**src/rtl/can_irq_pkg.sv**
```systemverilog
package can_irq_pkg;

    localparam int IRQ_W = 9;

    // status / enable bit positions (software decodes these)
    localparam int B_RX   = 0;
    localparam int B_TX   = 1;
    localparam int B_EW   = 2;
    localparam int B_OV   = 3;
    localparam int B_RSV  = 4;
    localparam int B_EP   = 5;
    localparam int B_AL   = 6;
    localparam int B_BE   = 7;
    localparam int B_IDLE = 8;

    // level inputs watched by the edge detector
    localparam int LVL_W  = 5;
    localparam int L_TX   = 0;
    localparam int L_ES   = 1;
    localparam int L_BS   = 2;
    localparam int L_OV   = 3;
    localparam int L_IDLE = 4;

    // 1 = any change, 0 = rising edge only
    localparam logic [LVL_W-1:0] LVL_ANY_MASK = 5'b00110;

    // bits held in flops (everything except receive level and reserved)
    localparam logic [IRQ_W-1:0] LATCH_MASK = 9'b1_1110_1110;

    typedef logic [IRQ_W-1:0] irq_vec_t;

endpackage

```
**src/rtl/can_irq_edge_detect.sv**
```systemverilog
module can_irq_edge_detect #(
    parameter int               WIDTH    = 5,
    parameter logic [WIDTH-1:0] ANY_MASK = '0
) (
    input  logic             clk,
    input  logic             rst_n,
    input  logic [WIDTH-1:0] sig_i,
    output logic [WIDTH-1:0] evt_o
);

    typedef struct packed {
        logic [WIDTH-1:0] prev;
    } state_t;

    state_t st_d, st_q;

    always_comb begin
        st_d      = st_q;
        st_d.prev = sig_i;
    end

    for (genvar i = 0; i < WIDTH; i++) begin : g_bit
        if (ANY_MASK[i]) begin : g_any
            assign evt_o[i] = sig_i[i] ^ st_q.prev[i];
        end else begin : g_rise
            assign evt_o[i] = sig_i[i] & ~st_q.prev[i];
        end
    end

    always_ff @(posedge clk) begin
        if (!rst_n) st_q <= '0;
        else        st_q <= st_d;
    end

endmodule

```
**src/rtl/can_irq_passive_track.sv**
```systemverilog
module can_irq_passive_track #(
    parameter int NUM_CNT = 2,
    parameter int CNT_W   = 8,
    parameter int LIMIT   = 127
) (
    input  logic                          clk,
    input  logic                          rst_n,
    input  logic [NUM_CNT-1:0][CNT_W-1:0] cnt_i,
    output logic                          flip_o
);

    localparam logic [CNT_W-1:0] LIMIT_V = CNT_W'(LIMIT);

    typedef struct packed {
        logic passive;
    } state_t;

    state_t             st_d, st_q;
    logic [NUM_CNT-1:0] over;
    logic               passive_now;

    for (genvar c = 0; c < NUM_CNT; c++) begin : g_cnt
        assign over[c] = cnt_i[c] > LIMIT_V;
    end

    assign passive_now = |over;

    always_comb begin
        st_d         = st_q;
        st_d.passive = passive_now;
    end

    assign flip_o = passive_now ^ st_q.passive;

    always_ff @(posedge clk) begin
        if (!rst_n) st_q <= '0;
        else        st_q <= st_d;
    end

endmodule

```
**src/rtl/can_irq_status_reg.sv**
```systemverilog
module can_irq_status_reg #(
    parameter int           W    = 9,
    parameter logic [W-1:0] MASK = '1
) (
    input  logic         clk,
    input  logic         rst_n,
    input  logic [W-1:0] set_i,
    input  logic [W-1:0] level_i,
    input  logic         clr_i,
    output logic [W-1:0] status_o
);

    typedef struct packed {
        logic [W-1:0] lat;
    } state_t;

    state_t st_d, st_q;

    always_comb begin
        st_d     = st_q;
        // a coinciding set wins over the read clear
        st_d.lat = ((st_q.lat & ~({W{clr_i}} & MASK)) | set_i) & MASK;
    end

    assign status_o = (st_q.lat & MASK) | (level_i & ~MASK);

    always_ff @(posedge clk) begin
        if (!rst_n) st_q <= '0;
        else        st_q <= st_d;
    end

endmodule

```
**src/rtl/can_irq_status.sv**
```systemverilog
module can_irq_status
    import can_irq_pkg::*;
#(
    parameter int CNT_W       = 8,
    parameter int PASSIVE_LIM = 127
) (
    input  logic             clk,
    input  logic             rst_n,
    input  logic             rx_fifo_nonempty,
    input  logic             tx_buf_free,
    input  logic             err_flag,
    input  logic             bus_off_flag,
    input  logic             overrun_flag,
    input  logic [CNT_W-1:0] tx_err_cnt,
    input  logic [CNT_W-1:0] rx_err_cnt,
    input  logic             arb_lost_pulse,
    input  logic             bus_err_pulse,
    input  logic             bus_idle,
    input  logic [IRQ_W-1:0] irq_enable,
    input  logic             status_rd,
    output logic [IRQ_W-1:0] irq_status,
    output logic             irq
);

    localparam int NUM_CNT = 2;

    logic [LVL_W-1:0]              lvl;
    logic [LVL_W-1:0]              lvl_evt;
    logic [NUM_CNT-1:0][CNT_W-1:0] cnts;
    logic                          ep_flip;
    irq_vec_t                      raw_evt;
    irq_vec_t                      set_vec;
    irq_vec_t                      level_vec;

    always_comb begin
        lvl         = '0;
        lvl[L_TX]   = tx_buf_free;
        lvl[L_ES]   = err_flag;
        lvl[L_BS]   = bus_off_flag;
        lvl[L_OV]   = overrun_flag;
        lvl[L_IDLE] = bus_idle;
    end

    assign cnts[0] = tx_err_cnt;
    assign cnts[1] = rx_err_cnt;

    can_irq_edge_detect #(
        .WIDTH    (LVL_W),
        .ANY_MASK (LVL_ANY_MASK)
    ) u_edge (
        .clk   (clk),
        .rst_n (rst_n),
        .sig_i (lvl),
        .evt_o (lvl_evt)
    );

    can_irq_passive_track #(
        .NUM_CNT (NUM_CNT),
        .CNT_W   (CNT_W),
        .LIMIT   (PASSIVE_LIM)
    ) u_passive (
        .clk    (clk),
        .rst_n  (rst_n),
        .cnt_i  (cnts),
        .flip_o (ep_flip)
    );

    always_comb begin
        raw_evt         = '0;
        raw_evt[B_TX]   = lvl_evt[L_TX];
        raw_evt[B_EW]   = lvl_evt[L_ES] | lvl_evt[L_BS];
        raw_evt[B_OV]   = lvl_evt[L_OV];
        raw_evt[B_EP]   = ep_flip;
        raw_evt[B_AL]   = arb_lost_pulse;
        raw_evt[B_BE]   = bus_err_pulse;
        raw_evt[B_IDLE] = lvl_evt[L_IDLE];
        set_vec         = raw_evt & irq_enable;

        level_vec       = '0;
        level_vec[B_RX] = rx_fifo_nonempty & irq_enable[B_RX];
    end

    can_irq_status_reg #(
        .W    (IRQ_W),
        .MASK (LATCH_MASK)
    ) u_stat (
        .clk      (clk),
        .rst_n    (rst_n),
        .set_i    (set_vec),
        .level_i  (level_vec),
        .clr_i    (status_rd),
        .status_o (irq_status)
    );

    assign irq = |irq_status;

endmodule

```
**config.mk**
```make
export PLATFORM = sky130hd
export DESIGN_NAME = can_irq_status
export DESIGN_NICKNAME = d
export VERILOG_FILES = /design/src/rtl/can_irq_pkg.sv /design/src/rtl/can_irq_edge_detect.sv /design/src/rtl/can_irq_passive_track.sv /design/src/rtl/can_irq_status_reg.sv /design/src/rtl/can_irq_status.sv
export SDC_FILE = /design/constraint.sdc
export NUM_CORES = 1
export LEC_CHECK = 0
export ABC_CLOCK_PERIOD_IN_PS = 1300
export BUFFER_PORTS_ARGS = -buffer_cell sky130_fd_sc_hd__buf_2
export CELL_PAD_IN_SITES_DETAIL_PLACEMENT = 1
export CELL_PAD_IN_SITES_GLOBAL_PLACEMENT = 1
export CORE_MARGIN = 2
export CORE_UTILIZATION = 24
export CTS_BUF_LIST = sky130_fd_sc_hd__clkbuf_2 sky130_fd_sc_hd__clkbuf_4 sky130_fd_sc_hd__clkbuf_8
export DETAILED_ROUTE_END_ITERATION = 8
export PLACE_DENSITY_LB_ADDON = 0.3
export SYNTH_ARGS = -nofsm -noshare
export SYNTH_HDL_FRONTEND = slang
export SYNTH_SLANG_ARGS = --single-unit
```
**constraint.sdc**
```tcl
create_clock -name clk -period 1.3 [get_ports clk]
set_input_delay 0.13 -clock clk [delete_from_list [all_inputs] [get_ports clk]]
set_output_delay 0.13 -clock clk [all_outputs]
set_load 0.01 [all_outputs]
```
==> results.md <==
- Sequential power share: 54.0%
- Kind of critical path: reg -> out
- Grt ovf: 0
- Total GRT Usage: 10.4%
- Adder-cell share of the synthesized area: 0%
- Die Span X: around 49 um
- Detailed Route WL: 1140 um
- Antenna-violating nets left: 0
- Syn Nets: 85
- DR vias: 460
- Total CTS buffers: 3
- RSZ-0062 raised after global routing: true
- Period utilization: 94.7%
- Setup-failing EPs final: 0
- Clock Sinks: 13
- Setup WS post-layout: approximately 0.069 ns
- HPWL Detailed: 866 um
- Tightest Hold Check Type: in -> reg
- Top cell type's share of synthesized area: 53.3%
- Syn avg cell area: 9.96 sq um
- I/O pin count: 46
- Largest net degree at the start of global routing: 15
- Ant. Diodes: 0
- Synth cell types: 20
- Largest family of logic cells by synthesized area: simple AND/OR/NAND/NOR gates
- Core ar.: 1940 sq um
- Dpl cells: 103
- Post-synth top area cell: dfxtp_1
- Final Hold Viols: 0
- DR pass1 iterations: 3
- Crit-path slowest cell: dfxtp_2
- Switch share: 25.2%
- Worst path max stage delay: between 0.3 and 0.4 ns
- Clk pwr share: 30.8%
- Worst Setup Start Kind: flip-flop
- Mux cell area share after synthesis: 0%
- Initial antenna violation count: 0
- DRC: 0
- Maxcap violations: 0
- DRT iter0 DRCs: 3
- Setup crit end kind: primary output
- Outcome: complete, no violations
- Max Fclk: 812 MHz
- Gpl congestion: about 0.66
- Vias in the first global route: 442
- Yosys warning total: 0
- Clock buffer depth: 2
- Nets@finish: 119
- CTS root buf: clkbuf_4
- NetSw: 0.204 mW
- VDD IR max: around 0.47 mV
- CP required: 1.17 ns
- Fillers: 265
- Area Growth Syn to Fin: 45.9%
- Clock-pin slew of the registers on the worst-case setup and hold paths: ~0.090 ns
- Row count: 16
- Htree depth: 1
- Seq/Total Area, Yosys: 53.3%
- Starting Density: 25.1%
- Setup TNS: 0 ns
- First-pass GRT wire length: approximately 1900 um
- Max-slew violations: 0
- Crit Path Max Fanout: 2
- Synth top area cells: dfxtp_1 (53%), and2_1 (12%), o2bb2ai_1 (5.4%), nor2b_1 (3.8%), xnor2_1 (3.6%)
- Die area: approximately 2400 sq um
- Comb power frac: 15.2%
- Share of cells above drive strength 1: 48.8%
- Routed len/inst: 10.4 um
- Clock Latency Late Sink: 0.27 ns
- Internal: between 0.6 and 0.7 mW
- Leak pwr: 0.338 nW
- Die Y: 49.1 um
- Mapped Cells: about 50
- Worst path cell trace: nor4_2 -> nand3b_1 -> buf_2
- CTS tree: built
- Area of the mapped netlist: 488 sq um
- IO buf count: 29
- Post-synthesis xor/xnor area fraction: 3.59%
- Simple-gate share of the synthesized area: 23.6%
- Vias per cell: roughly 4.2
- PwrDens: 1140 nW/um^2
- Finished Layout Cells: 109
- Worst Skew: 0.000411 ns
- Worst path arrival time: 1.10 ns
- Final total power: 0.810 mW
- Final Critical Period: roughly 1.2 ns
- Compound-Gate Fraction of Synth Area: 15.6%
- Synth Register Bits: 13
- Place WS: 0.329 ns
per-stage QoR:
stage                     cell area [sq um]  hold slack [ns]  utilization (%)
final                                   712           0.0689             36.7
after global routing                    712           0.0580             36.7
after floorplan                         488            0.240                -
after CTS                               683           0.0674             35.2
after global placement                  656            0.345             33.8
after detailed placement                656            0.354             33.8
power groups by stage:
stage,clock network (mW),logic (mW),registers (mW)
2_1_floorplan,0,0.0544,0.448
3_3_place_gp,0,0.116,0.444
3_5_place_dp,0,0.117,0.445
4_1_cts,0.261,0.118,0.435
5_1_grt,0.292,0.139,0.440
6_report,0.250,0.123,0.437
synth_stat cells:
cell type / n
a21oi_1: 1
a22oi_1: 2
a31o_2: 1
a32oi_1: 1
and2_1: 9
buf_4: 1
clkbuf_1: 1
conb_1: 1
dfxtp_1: 13
inv_1: 1
nand2_1: 4
nand3b_1: 1
nor2b_1: 3
nor3_1: 1
nor4_1: 1
o21a_1: 1
o21ai_0: 1
o2bb2ai_1: 3
or3_1: 1
xnor2_1: 2
kinds of logic after synthesis:
logic type      Yosys count
other cells               1
compound gates           10
buf+inv                   3
simple gates             20
xor+xnor                  2
flops                    13
metal layers:
| metal | GRT usage (%) | vias up | wire length (um) | part of all wire (%) |
|---|---|---|---|---|
| met5 | 0 | - | 0 | 0 |
| met4 | 7.14 | 0 | 14 | 1.2 |
| met3 | 3.68 | 2 | 75 | 6.6 |
| met2 | 16.7 | 13 | 580 | 51 |
| met1 | 11.5 | 212 | 466 | 41 |
| li1 | - | 233 | - | - |
worst paths after layout:
kind,cells after the start,to,start,slack [ns]
max reg2reg,3,u_stat.st_q[5]$_SDFF_PN0_,u_passive.st_q$_SDFF_PN0_,0.34
min reg2reg,2,u_stat.st_q[8]$_SDFF_PN0_,u_edge.st_q[4]$_SDFF_PN0_,0.55
max,3,irq,u_stat.st_q[7]$_SDFF_PN0_,0.07
min,2,u_edge.st_q[0]$_SDFF_PN0_,tx_buf_free,0.07
what timing repair did:
item | 4_1_cts | 5_1_grt
buffers inserted | 0 | 2
hold buffers | 0 | 0
setup endpoints to repair | 0 | 1
gates resized for setup | 0 | 4
critical path: cells and delay by family (launching register included):
family,cells,cell delay (ns)
buf+inv,1,0.14
flops,1,0.33
simple gates,2,0.35
layout make-up:
type	instances	area (sq um)	share of cell area, %
Clock inverter	1	5.00	0.703
Clock buffer	3	22.5	3.16
Tap cell	27	33.8	4.75
Sequential cell	13	263	36.9
Timing Repair Buffer	31	160	22.5
Inverter	1	3.75	0.527
Multi-Input combinational cell	33	224	31.5
flip-flops by register name (all words and copies together), names as in the netlist:
signal	cells
u_stat.st_q	7
u_edge.st_q	5
u_passive.st_q	1
cell usage in the layout (no fill, tap or decap), types with 2 or more instances in the layout:
cell	n
dfxtp_2	2
buf_4	2
xnor2_1	2
nand2_1	4
a22oi_1	2
o2bb2ai_1	3
dfxtp_1	11
clkbuf_4	3
buf_2	29
and2_1	9
nor2b_1	3
(Power assumes the default switching activity.)
